===== src/rtl/irq_agg_pkg.sv =====
package irq_agg_pkg;

   localparam int unsigned NUM_EV = 6;

   // event order on the internal vector
   typedef enum int unsigned {
      EV_TX_EMPTY    = 0,
      EV_TX_UNDERRUN = 1,
      EV_RX_FULL     = 2,
      EV_RX_OVERRUN  = 3,
      EV_TX_HALF     = 4,
      EV_RX_NONEMPTY = 5
   } ev_idx_e;

   typedef enum logic [1:0] {
      SEL_NONE = 2'd0,
      SEL_GIE  = 2'd1,
      SEL_ISR  = 2'd2,
      SEL_IER  = 2'd3
   } reg_sel_e;

endpackage


===== src/rtl/irq_agg_evmap.sv =====
module irq_agg_evmap #(
   parameter int unsigned DATA_W = 32,
   parameter int unsigned EV_POS [irq_agg_pkg::NUM_EV] = '{2, 3, 4, 5, 6, 8}
) (
   input  logic [irq_agg_pkg::NUM_EV-1:0] ev_vec,
   output logic [DATA_W-1:0]              set_vec
);
   import irq_agg_pkg::*;

   function automatic logic [NUM_EV-1:0] sources_of(input int unsigned b);
      logic [NUM_EV-1:0] r;
      r = '0;
      for (int k = 0; k < NUM_EV; k++) begin
         if (EV_POS[k] == b) r[k] = 1'b1;
      end
      return r;
   endfunction

   for (genvar b = 0; b < DATA_W; b++) begin : g_bit
      localparam logic [NUM_EV-1:0] SRC = sources_of(b);
      if (SRC == '0) begin : g_none
         assign set_vec[b] = 1'b0;
      end else begin : g_src
         assign set_vec[b] = |(ev_vec & SRC);
      end
   end

endmodule


===== src/rtl/irq_agg_status.sv =====
module irq_agg_status #(
   parameter int unsigned       DATA_W    = 32,
   parameter logic [DATA_W-1:0] IMPL_MASK = '0
) (
   input  logic              clk,
   input  logic              rst,
   input  logic [DATA_W-1:0] set_vec,
   input  logic              tog_en,
   input  logic [DATA_W-1:0] tog_data,
   output logic [DATA_W-1:0] isr_q
);

   for (genvar b = 0; b < DATA_W; b++) begin : g_cell
      if (IMPL_MASK[b]) begin : g_live
         logic bit_q;
         always_ff @(posedge clk) begin
            if (rst) begin
               bit_q <= 1'b0;
            end else begin
               // event set dominates the software toggle
               bit_q <= set_vec[b] | (bit_q ^ (tog_en & tog_data[b]));
            end
         end
         assign isr_q[b] = bit_q;
      end else begin : g_tied
         assign isr_q[b] = 1'b0;
      end
   end

endmodule


===== src/rtl/irq_agg_ctrl.sv =====
module irq_agg_ctrl #(
   parameter int unsigned       DATA_W    = 32,
   parameter int unsigned       GIE_BIT   = 31,
   parameter logic [DATA_W-1:0] IMPL_MASK = '0
) (
   input  logic              clk,
   input  logic              rst,
   input  logic              gie_we,
   input  logic              ier_we,
   input  logic [DATA_W-1:0] wdata,
   output logic              gie_q,
   output logic [DATA_W-1:0] ier_q
);

   always_ff @(posedge clk) begin
      if (rst) begin
         gie_q <= 1'b0;
      end else if (gie_we) begin
         gie_q <= wdata[GIE_BIT];
      end
   end

   always_ff @(posedge clk) begin
      if (rst) begin
         ier_q <= '0;
      end else if (ier_we) begin
         ier_q <= wdata & IMPL_MASK;
      end
   end

endmodule


===== src/rtl/irq_agg_out.sv =====
module irq_agg_out #(
   parameter int unsigned DATA_W = 32
) (
   input  logic              clk,
   input  logic              rst,
   input  logic              gie_q,
   input  logic [DATA_W-1:0] isr_q,
   input  logic [DATA_W-1:0] ier_q,
   output logic              irq_o
);

   logic pend;
   assign pend = gie_q & (|(isr_q & ier_q));

   always_ff @(posedge clk) begin
      if (rst) irq_o <= 1'b0;
      else     irq_o <= pend;
   end

endmodule


===== src/rtl/irq_aggregator.sv =====
module irq_aggregator #(
   parameter int unsigned            DATA_W  = 32,
   parameter int unsigned            ADDR_W  = 8,
   parameter logic [ADDR_W-1:0]      GIE_OFS = 8'h1C,
   parameter logic [ADDR_W-1:0]      ISR_OFS = 8'h20,
   parameter logic [ADDR_W-1:0]      IER_OFS = 8'h28,
   parameter int unsigned            GIE_BIT = 31,
   parameter int unsigned            EV_POS [irq_agg_pkg::NUM_EV] = '{2, 3, 4, 5, 6, 8}
) (
   input  logic              clk,
   input  logic              rst,
   input  logic              wr_en,
   input  logic [ADDR_W-1:0] wr_addr,
   input  logic [DATA_W-1:0] wr_data,
   input  logic [ADDR_W-1:0] rd_addr,
   output logic [DATA_W-1:0] rd_data,
   input  logic              ev_tx_empty,
   input  logic              ev_tx_underrun,
   input  logic              ev_rx_full,
   input  logic              ev_rx_overrun,
   input  logic              ev_tx_half,
   input  logic              ev_rx_nonempty,
   output logic              irq_o
);
   import irq_agg_pkg::*;

   function automatic logic [DATA_W-1:0] mk_mask();
      logic [DATA_W-1:0] m;
      m = '0;
      for (int k = 0; k < NUM_EV; k++) m[EV_POS[k]] = 1'b1;
      return m;
   endfunction

   localparam logic [DATA_W-1:0] IMPL_MASK = mk_mask();
   localparam logic [DATA_W-1:0] GIE_MASK  = DATA_W'(1) << GIE_BIT;

   initial begin
      assert (GIE_BIT < DATA_W) else $error("global enable bit outside the data word");
      assert (GIE_OFS[1:0] == 2'b00 && ISR_OFS[1:0] == 2'b00 && IER_OFS[1:0] == 2'b00)
         else $error("register offsets must be word aligned");
      assert (GIE_OFS != ISR_OFS && GIE_OFS != IER_OFS && ISR_OFS != IER_OFS)
         else $error("register offsets must differ");
      for (int k = 0; k < NUM_EV; k++) begin
         assert (EV_POS[k] < DATA_W) else $error("event position outside the data word");
         for (int j = k + 1; j < NUM_EV; j++) begin
            assert (EV_POS[k] != EV_POS[j]) else $error("event positions must differ");
         end
      end
   end

   logic [NUM_EV-1:0] ev_vec;
   assign ev_vec[EV_TX_EMPTY]    = ev_tx_empty;
   assign ev_vec[EV_TX_UNDERRUN] = ev_tx_underrun;
   assign ev_vec[EV_RX_FULL]     = ev_rx_full;
   assign ev_vec[EV_RX_OVERRUN]  = ev_rx_overrun;
   assign ev_vec[EV_TX_HALF]     = ev_tx_half;
   assign ev_vec[EV_RX_NONEMPTY] = ev_rx_nonempty;

   function automatic reg_sel_e decode(input logic [ADDR_W-1:0] a);
      if (a == GIE_OFS)      return SEL_GIE;
      else if (a == ISR_OFS) return SEL_ISR;
      else if (a == IER_OFS) return SEL_IER;
      else                   return SEL_NONE;
   endfunction

   reg_sel_e wr_sel, rd_sel;
   logic     wr_isr, wr_ier, wr_gie;
   assign wr_sel = decode(wr_addr);
   assign rd_sel = decode(rd_addr);
   assign wr_isr = wr_en && (wr_sel == SEL_ISR);
   assign wr_ier = wr_en && (wr_sel == SEL_IER);
   assign wr_gie = wr_en && (wr_sel == SEL_GIE);

   logic [DATA_W-1:0] set_vec, isr_q, ier_q;
   logic              gie_q;

   irq_agg_evmap #(.DATA_W(DATA_W), .EV_POS(EV_POS)) u_evmap (
      .ev_vec  (ev_vec),
      .set_vec (set_vec)
   );

   irq_agg_status #(.DATA_W(DATA_W), .IMPL_MASK(IMPL_MASK)) u_status (
      .clk      (clk),
      .rst      (rst),
      .set_vec  (set_vec),
      .tog_en   (wr_isr),
      .tog_data (wr_data),
      .isr_q    (isr_q)
   );

   irq_agg_ctrl #(.DATA_W(DATA_W), .GIE_BIT(GIE_BIT), .IMPL_MASK(IMPL_MASK)) u_ctrl (
      .clk    (clk),
      .rst    (rst),
      .gie_we (wr_gie),
      .ier_we (wr_ier),
      .wdata  (wr_data),
      .gie_q  (gie_q),
      .ier_q  (ier_q)
   );

   irq_agg_out #(.DATA_W(DATA_W)) u_out (
      .clk   (clk),
      .rst   (rst),
      .gie_q (gie_q),
      .isr_q (isr_q),
      .ier_q (ier_q),
      .irq_o (irq_o)
   );

   always_comb begin
      unique case (rd_sel)
         SEL_GIE: rd_data = gie_q ? GIE_MASK : '0;
         SEL_ISR: rd_data = isr_q;
         SEL_IER: rd_data = ier_q;
         default: rd_data = '0;
      endcase
   end

endmodule


===== config.mk =====
export PLATFORM = sky130hd
export DESIGN_NAME = irq_aggregator
export DESIGN_NICKNAME = d
export VERILOG_FILES = /design/src/rtl/irq_agg_pkg.sv /design/src/rtl/irq_agg_evmap.sv /design/src/rtl/irq_agg_status.sv /design/src/rtl/irq_agg_ctrl.sv /design/src/rtl/irq_agg_out.sv /design/src/rtl/irq_aggregator.sv
export SDC_FILE = /design/constraint.sdc
export NUM_CORES = 1
export LEC_CHECK = 0
export BUFFER_PORTS_ARGS = -buffer_cell sky130_fd_sc_hd__buf_2
export CAP_MARGIN = 40
export CORE_MARGIN = 2
export CORE_UTILIZATION = 36
export CTS_CLUSTER_SIZE = 24
export DETAILED_ROUTE_END_ITERATION = 7
export GPL_TIMING_DRIVEN = 0
export PLACE_DENSITY = 0.88
export SLEW_MARGIN = 40
export SYNTH_ARGS = -nofsm -noshare
export SYNTH_HDL_FRONTEND = slang
export SYNTH_SLANG_ARGS = --single-unit

===== constraint.sdc =====
create_clock -name clk -period 1.5 [get_ports clk]
set_clock_uncertainty 0.1 [all_clocks]
set_input_delay 0.225 -clock clk [delete_from_list [all_inputs] [get_ports clk]]
set_output_delay 0.225 -clock clk [all_outputs]
set_load 0.05 [all_outputs]

# Word level (Yosys, flattened, before mapping)
# Index checks and enable logic that the tools add are counted.
[totals]
register_bits = 14
latch_bits = 0
ram_bits = 0
romBits = 0
input_bits = 57
out_inout_bits = 33
wordCells = 53
mem_count = 0
[classes]
n_addsub = 0
n_mul = 0
div_mod_pow = 0
order_cmp = 0
eq_ne = 12
shift = 0
muxes = 8
bitwise = 20
n_reduce_logical = 4
[op_table]
columns = ["cell", "n"]
rows = [
  ["32-bit case mux with 3 select lines", 1],
  ["8-bit by 6-bit == test with 1-bit output (second input constant)", 4],
  ["32-bit two-way mux", 1],
  ["32-bit OR reduction", 1],
  ["8-bit by 5-bit == test with 1-bit output (second input constant)", 2],
  ["2-bit two-way mux", 6],
  ["9-bit AND", 1],
  ["2-bit == test (second input constant)", 4],
  ["1-bit AND", 7],
  ["1-bit bitwise OR", 6],
  ["1-bit bitwise XOR", 6],
  ["2-bit by 1-bit == test with 1-bit output (second input constant)", 2],
  ["1-bit logical AND", 3],
]

# Depth between registers and ports, before layout
[logic_depth]
word_depth = 9
mapped_depth = 5
ltp_nobuf = 3

# Modules after synthesis
# A second synthesis with hierarchy kept.
[hier_totals]
hier_cells = 249
area_unflattened_um2 = 1981.9
[modules_own_cells]
columns = ["module", "n_inst", "cells_per_inst", "area_each_um2", "seq_area_each_um2"]
rows = [
  ["irq_aggregator", 1, 86, 596.8, 0.0],
  ["irq_agg_status", 1, 58, 510.5, 120.1],
  ["irq_agg_ctrl", 1, 49, 446.7, 140.1],
  ["irq_agg_evmap", 1, 33, 244.0, 0.0],
  ["irq_agg_out", 1, 23, 183.9, 20.0],
]

# Worst setup path before layout
# OpenSTA, ideal clock, no wires.
[synth_timing]
path_kind = "input port to output port"
from = "input rd_addr[7]"
to = "output rd_data[2]"
arrival_ns = 1.426
path_slack_ns = -0.251
stages = 3
path_buffers = 0
path_cell_list = "nor4_1 > nand3_1 > nor2_1"
[synth_via]
elab_chain_len = 6
word_cells_on_any_way = 10
cone_classes = "6 x eq/ne; 4 x mux"
[synth_lines]
columns = ["item", "line_no", "text"]
rows = [
  ["start: declaration", "irq_aggregator.sv:15", "input logic [ADDR_W-1:0] rd_addr,"],
  ["8-bit by 6-bit == test with 1-bit output", "irq_aggregator.sv:62", "else if (a == IER_OFS) return SEL_IER;"],
  ["2-bit two-way mux", "irq_aggregator.sv:62", ""],
  ["2-bit two-way mux", "irq_aggregator.sv:61", "else if (a == ISR_OFS) return SEL_ISR;"],
  ["2-bit two-way mux *", "irq_aggregator.sv:60", "if (a == GIE_OFS) return SEL_GIE;"],
  ["2-bit == test or 2-bit by 1-bit == test with 1-bit output (tied branches)", "irq_aggregator.sv:111", "unique case (rd_sel)"],
  ["32-bit case mux with 3 select lines *", "irq_aggregator.sv:111", ""],
  ["end: declaration", "irq_aggregator.sv:16", "output logic [DATA_W-1:0] rd_data,"],
]
# Every way passes the cells marked *; elsewhere a longest branch is shown, timed or not.

# Worst setup path in the final report
[layout_timing]
from = "input rd_addr[0]"
to = "output rd_data[5]"
# Same word-level chain as after synthesis.

==> reports/summary.log <==
INFO  logic_synthesis synth.yosys.warnings=0
INFO  setup_path     cp_slowest_stage_delay=330ps
INFO  logic_synthesis post_synth_num_cell_types=25
INFO  min_path       worstHoldPathCells=3
INFO  finish         finish.instance_area=1670µm²
INFO  power          pwr_density_cell=607.7nW/µm²
INFO  route          drt-initial-drc-count=20
INFO  setup_path     critical_path.slowest_cell=sky130_fd_sc_hd__nor4_4
INFO  run            max-cap-violations=0
INFO  clock_network  cts.sink_count=14
INFO  route          wirelength_met1=1.029mm
INFO  die            die_area=3669µm²
INFO  route          met2RoutedLength=1.233mm
INFO  min_path       holdCritPathClass=primary input to register
INFO  clock_network  cts_hold_repair.buffers=0
INFO  sta            finalCritPeriodShare=1.009
INFO  setup_path     timing.critical_path.cells=buf_6, nor4_4, nand3_4, nor2_4, buf_6
INFO  route          routed_wire_length_per_instance=10.27µm
INFO  setup_path     critPathMostFrequentCell=sky130_fd_sc_hd__buf_6
INFO  clock_network  clock_transition_time_at_the_flip_flop_clock_pins_of_the_worst_setup_and_hold_paths=80ps
INFO  clock_network  numCtsBuffers=3
INFO  clock_network  clock-root-buffer=sky130_fd_sc_hd__clkbuf_4
INFO  finish         layout_cells_sized_above_1=0.4596
INFO  die            die_y=60.58µm
INFO  logic_synthesis synth_top_cell_area_share=0.2432
INFO  die            die_w=60.58µm
INFO  setup_path     rr_worst_depth=3
INFO  logic_synthesis synth_top_area_cell=sky130_fd_sc_hd__dfxtp_1
INFO  setup_path     crit_path_start=rd_addr[0]
INFO  logic_synthesis asyncSetResetFlopFracSynth=0
INFO  logic_synthesis postSynth.topFlopCell=sky130_fd_sc_hd__dfxtp_1
INFO  setup_path     setup.reg_to_reg.worst_slack=290ps
INFO  route          postRouteAntennaNets=0
INFO  placement      number_of_placed_instances_with_taps_included=238
INFO  placement      gp_congestion=0.7543
INFO  grt            grt_pass1_wl=3.898mm
INFO  setup_path     cp-start-kind=primary input
INFO  min_path       hold_path_end=u_ctrl.gie_q
INFO  die            num_io_pins=90
INFO  die            core=3053µm²
INFO  grt            grt_pass1_vias=966
INFO  clock_network  tritoncts=yes
INFO  setup_path     critPathArrivalTime=1190ps
INFO  finish         diodes=0
INFO  setup_path     critical_path_class=primary input to output port
INFO  grt            antenna_violations_before_repair=0
INFO  logic_synthesis synth.top_cells.by_count=sky130_fd_sc_hd__buf_4 (25), sky130_fd_sc_hd__nand2b_1 (15), sky130_fd_sc_hd__dfxtp_1 (14)
INFO  route          routed-wl-met3=217µm
INFO  power          leakage=0.7234nW
INFO  sta            rsz0062_at_grt=true
INFO  sta            finalSetupViolCount=2
INFO  logic_synthesis synthesized_area_per_cell=8.664µm²
INFO  finish         fin_nets=256
INFO  logic_synthesis seq_area_frac_synth=0.2432
INFO  grt            grt_start_max_net_pins=11
INFO  sta            final-max-slew-violation-count=0
INFO  setup_path     worst_r2r_endpoint=u_status.g_cell[6].g_live.bit_q
INFO  sta            fin_ws=-13.77ps
INFO  finish         multi_input_comb_area=825.8µm²
INFO  finish         finish.cell_count_without_fillers=242
INFO  outcome        status=finished with violations
INFO  logic_synthesis gate_count_after_technology_mapping=133
INFO  route          routed-via-count=1,093
INFO  die            initial_utilization=0.3775
INFO  logic_synthesis synth.most_common_cell=sky130_fd_sc_hd__buf_4
INFO  setup_path     regToRegStartpoint=u_status.g_cell[6].g_live.bit_q
INFO  die            placementRows=20
INFO  power          ir_worst_vdd=0.3569mV
INFO  clock_network  cts-htree-levels=1
INFO  setup_path     worstSetupEndpointType=output port
INFO  placement      post_dp_cell_area=1558µm²
INFO  route          via_per_inst=4.517
INFO  clock_network  clk-insertion-delay-late=280ps
INFO  finish         syn2layout_area_growth=44.95%
INFO  route          detail_route.drc_violations=0
INFO  clock_network  max-clock-path-buffers=2
INFO  clock_network  setup_bufs_post_cts=0
INFO  logic_synthesis netlist_area=1152µm²
INFO  grt            sum_of_overflow_across_all_layers_after_global_routing=0
INFO  logic_synthesis ys_top_cells_by_area=sky130_fd_sc_hd__dfxtp_1 (24%), sky130_fd_sc_hd__buf_4 (16%), sky130_fd_sc_hd__mux2i_1 (11%)
INFO  sta            achievable-frequency=660.6MHz
INFO  route          route.top_layer_used=met4
INFO  setup_path     cp_data_required_time=1170ps
INFO  outcome        violations=negative setup slack
INFO  logic_synthesis number_of_register_bits_inferred_by_synthesis=14
INFO  grt            grt.total_usage=0.1416
INFO  min_path       holdCritStartpoint=wr_data[31]
INFO  route          wirelength=2.485mm
INFO  finish         share_of_the_core_filled_with_cells_in_the_final_layout=0.5471
INFO  route          first_pass_iters=4
INFO  finish         register_area=280.3µm²
INFO  finish         num-fill-cells=296
INFO  sta            min_period=1514ps
INFO  sta            final_hold_viol_count=0
INFO  logic_synthesis synth-edff-count=0
INFO  placement      portBuffers=37
INFO  setup_path     critPathMaxFanout=6
through the flow:
stage | hold WS, ps | power [mW] | setup TNS (ps) | worst slack, ps
final | 99.29 | 1.015 | -14.21 | -13.77
after global routing | 101.5 | 1.065 | -421.9 | -86.59
after CTS | 91.04 | 1.023 | -57.39 | -25.49
after detailed placement | 384.0 | 0.7445 | -4250 | -250.8
after global placement | 375.8 | 0.7403 | -3978 | -237.6
after floorplan | 280.3 | 0.6768 | -263.9 | -43.98
worst max-delay path by stage:
stage,end,slack (ps),cells after the start
global route,rd_data[5],-90,5
detailed placement,u_ctrl.ier_q[3],-250,4
CTS,rd_data[5],-30,5
finish,rd_data[5],-10,5
global placement,u_ctrl.gie_q,-240,4
floorplan,u_status.g_cell[3].g_live.bit_q,-40,5
state kept, by name (all words and copies together), names as in the netlist:
signal / cells
u_ctrl.ier_q: 6
u_out.irq_o: 1
u_status.g_cell.g_live.bit_q: 6
u_ctrl.gie_q: 1
worst max-delay path, delay by kind of cell:
| kind | cells | cell delay (ps) |
|---|---|---|
| AND/OR/NAND/NOR | 3 | 710 |
| buffers and inverters | 2 | 250 |
cell families (layout without fill, tap and decap cells):
logic type / after synthesis / after routing / share of synthesized area
flip-flops: 14 / 14 / 0.2432
buffers and inverters: 31 / 72 / 0.1911
AND/OR/NAND/NOR: 58 / 58 / 0.3138
multiplexers: 13 / 13 / 0.1129
other: 1 / 25 / 0.003254
AO/OA/AOI/OAI: 16 / 16 / 0.1357
power breakdown:
| group | internal [mW] | total [mW] | switching [mW] | leakage [nW] |
|---|---|---|---|---|
| Sequential | 0.382 | 0.396 | 0.0140 | 0.114 |
| Clock | 0.148 | 0.269 | 0.121 | 0.0210 |
| Combinational | 0.128 | 0.350 | 0.223 | 0.589 |
cell type report:
class	instances	area share
Tap cell	44	0.03296
Multi-Input combinational cell	112	0.4944
Sequential cell	14	0.1678
Clock buffer	4	0.02172
Timing Repair Buffer	37	0.1468
Buffer	31	0.1363
cells in the final DEF, fill, tap and decap left out, drive strengths merged:
master and count:
nand3 1, a22oi 3, nand3b 6, nor3 7
a31oi 1, buf 64, nand2b 15, conb 25
dfxtp 14, and4b 1, nor2 13, a211oi 6
or2 1, mux2i 13, nor4 8, or3b 1
a211o 6, and3 1, nand2 1, clkbuf 8
or4b 3
routing by layer:
metal | track usage | vias up
li1 | - | 562
met1 | 0.1521 | 482
met2 | 0.2657 | 47
met3 | 0.05330 | 2
met4 | 0.02484 | 0
met5 | 0 | -
what timing repair did:
action / CTS / global route
gates resized for setup: 16 / 4
endpoints found under the hold margin: 0 / 0
endpoints found under the setup margin: 7 / 11
pin swaps: 3 / 1
No activity file was read; power rests on OpenSTA's default activity.
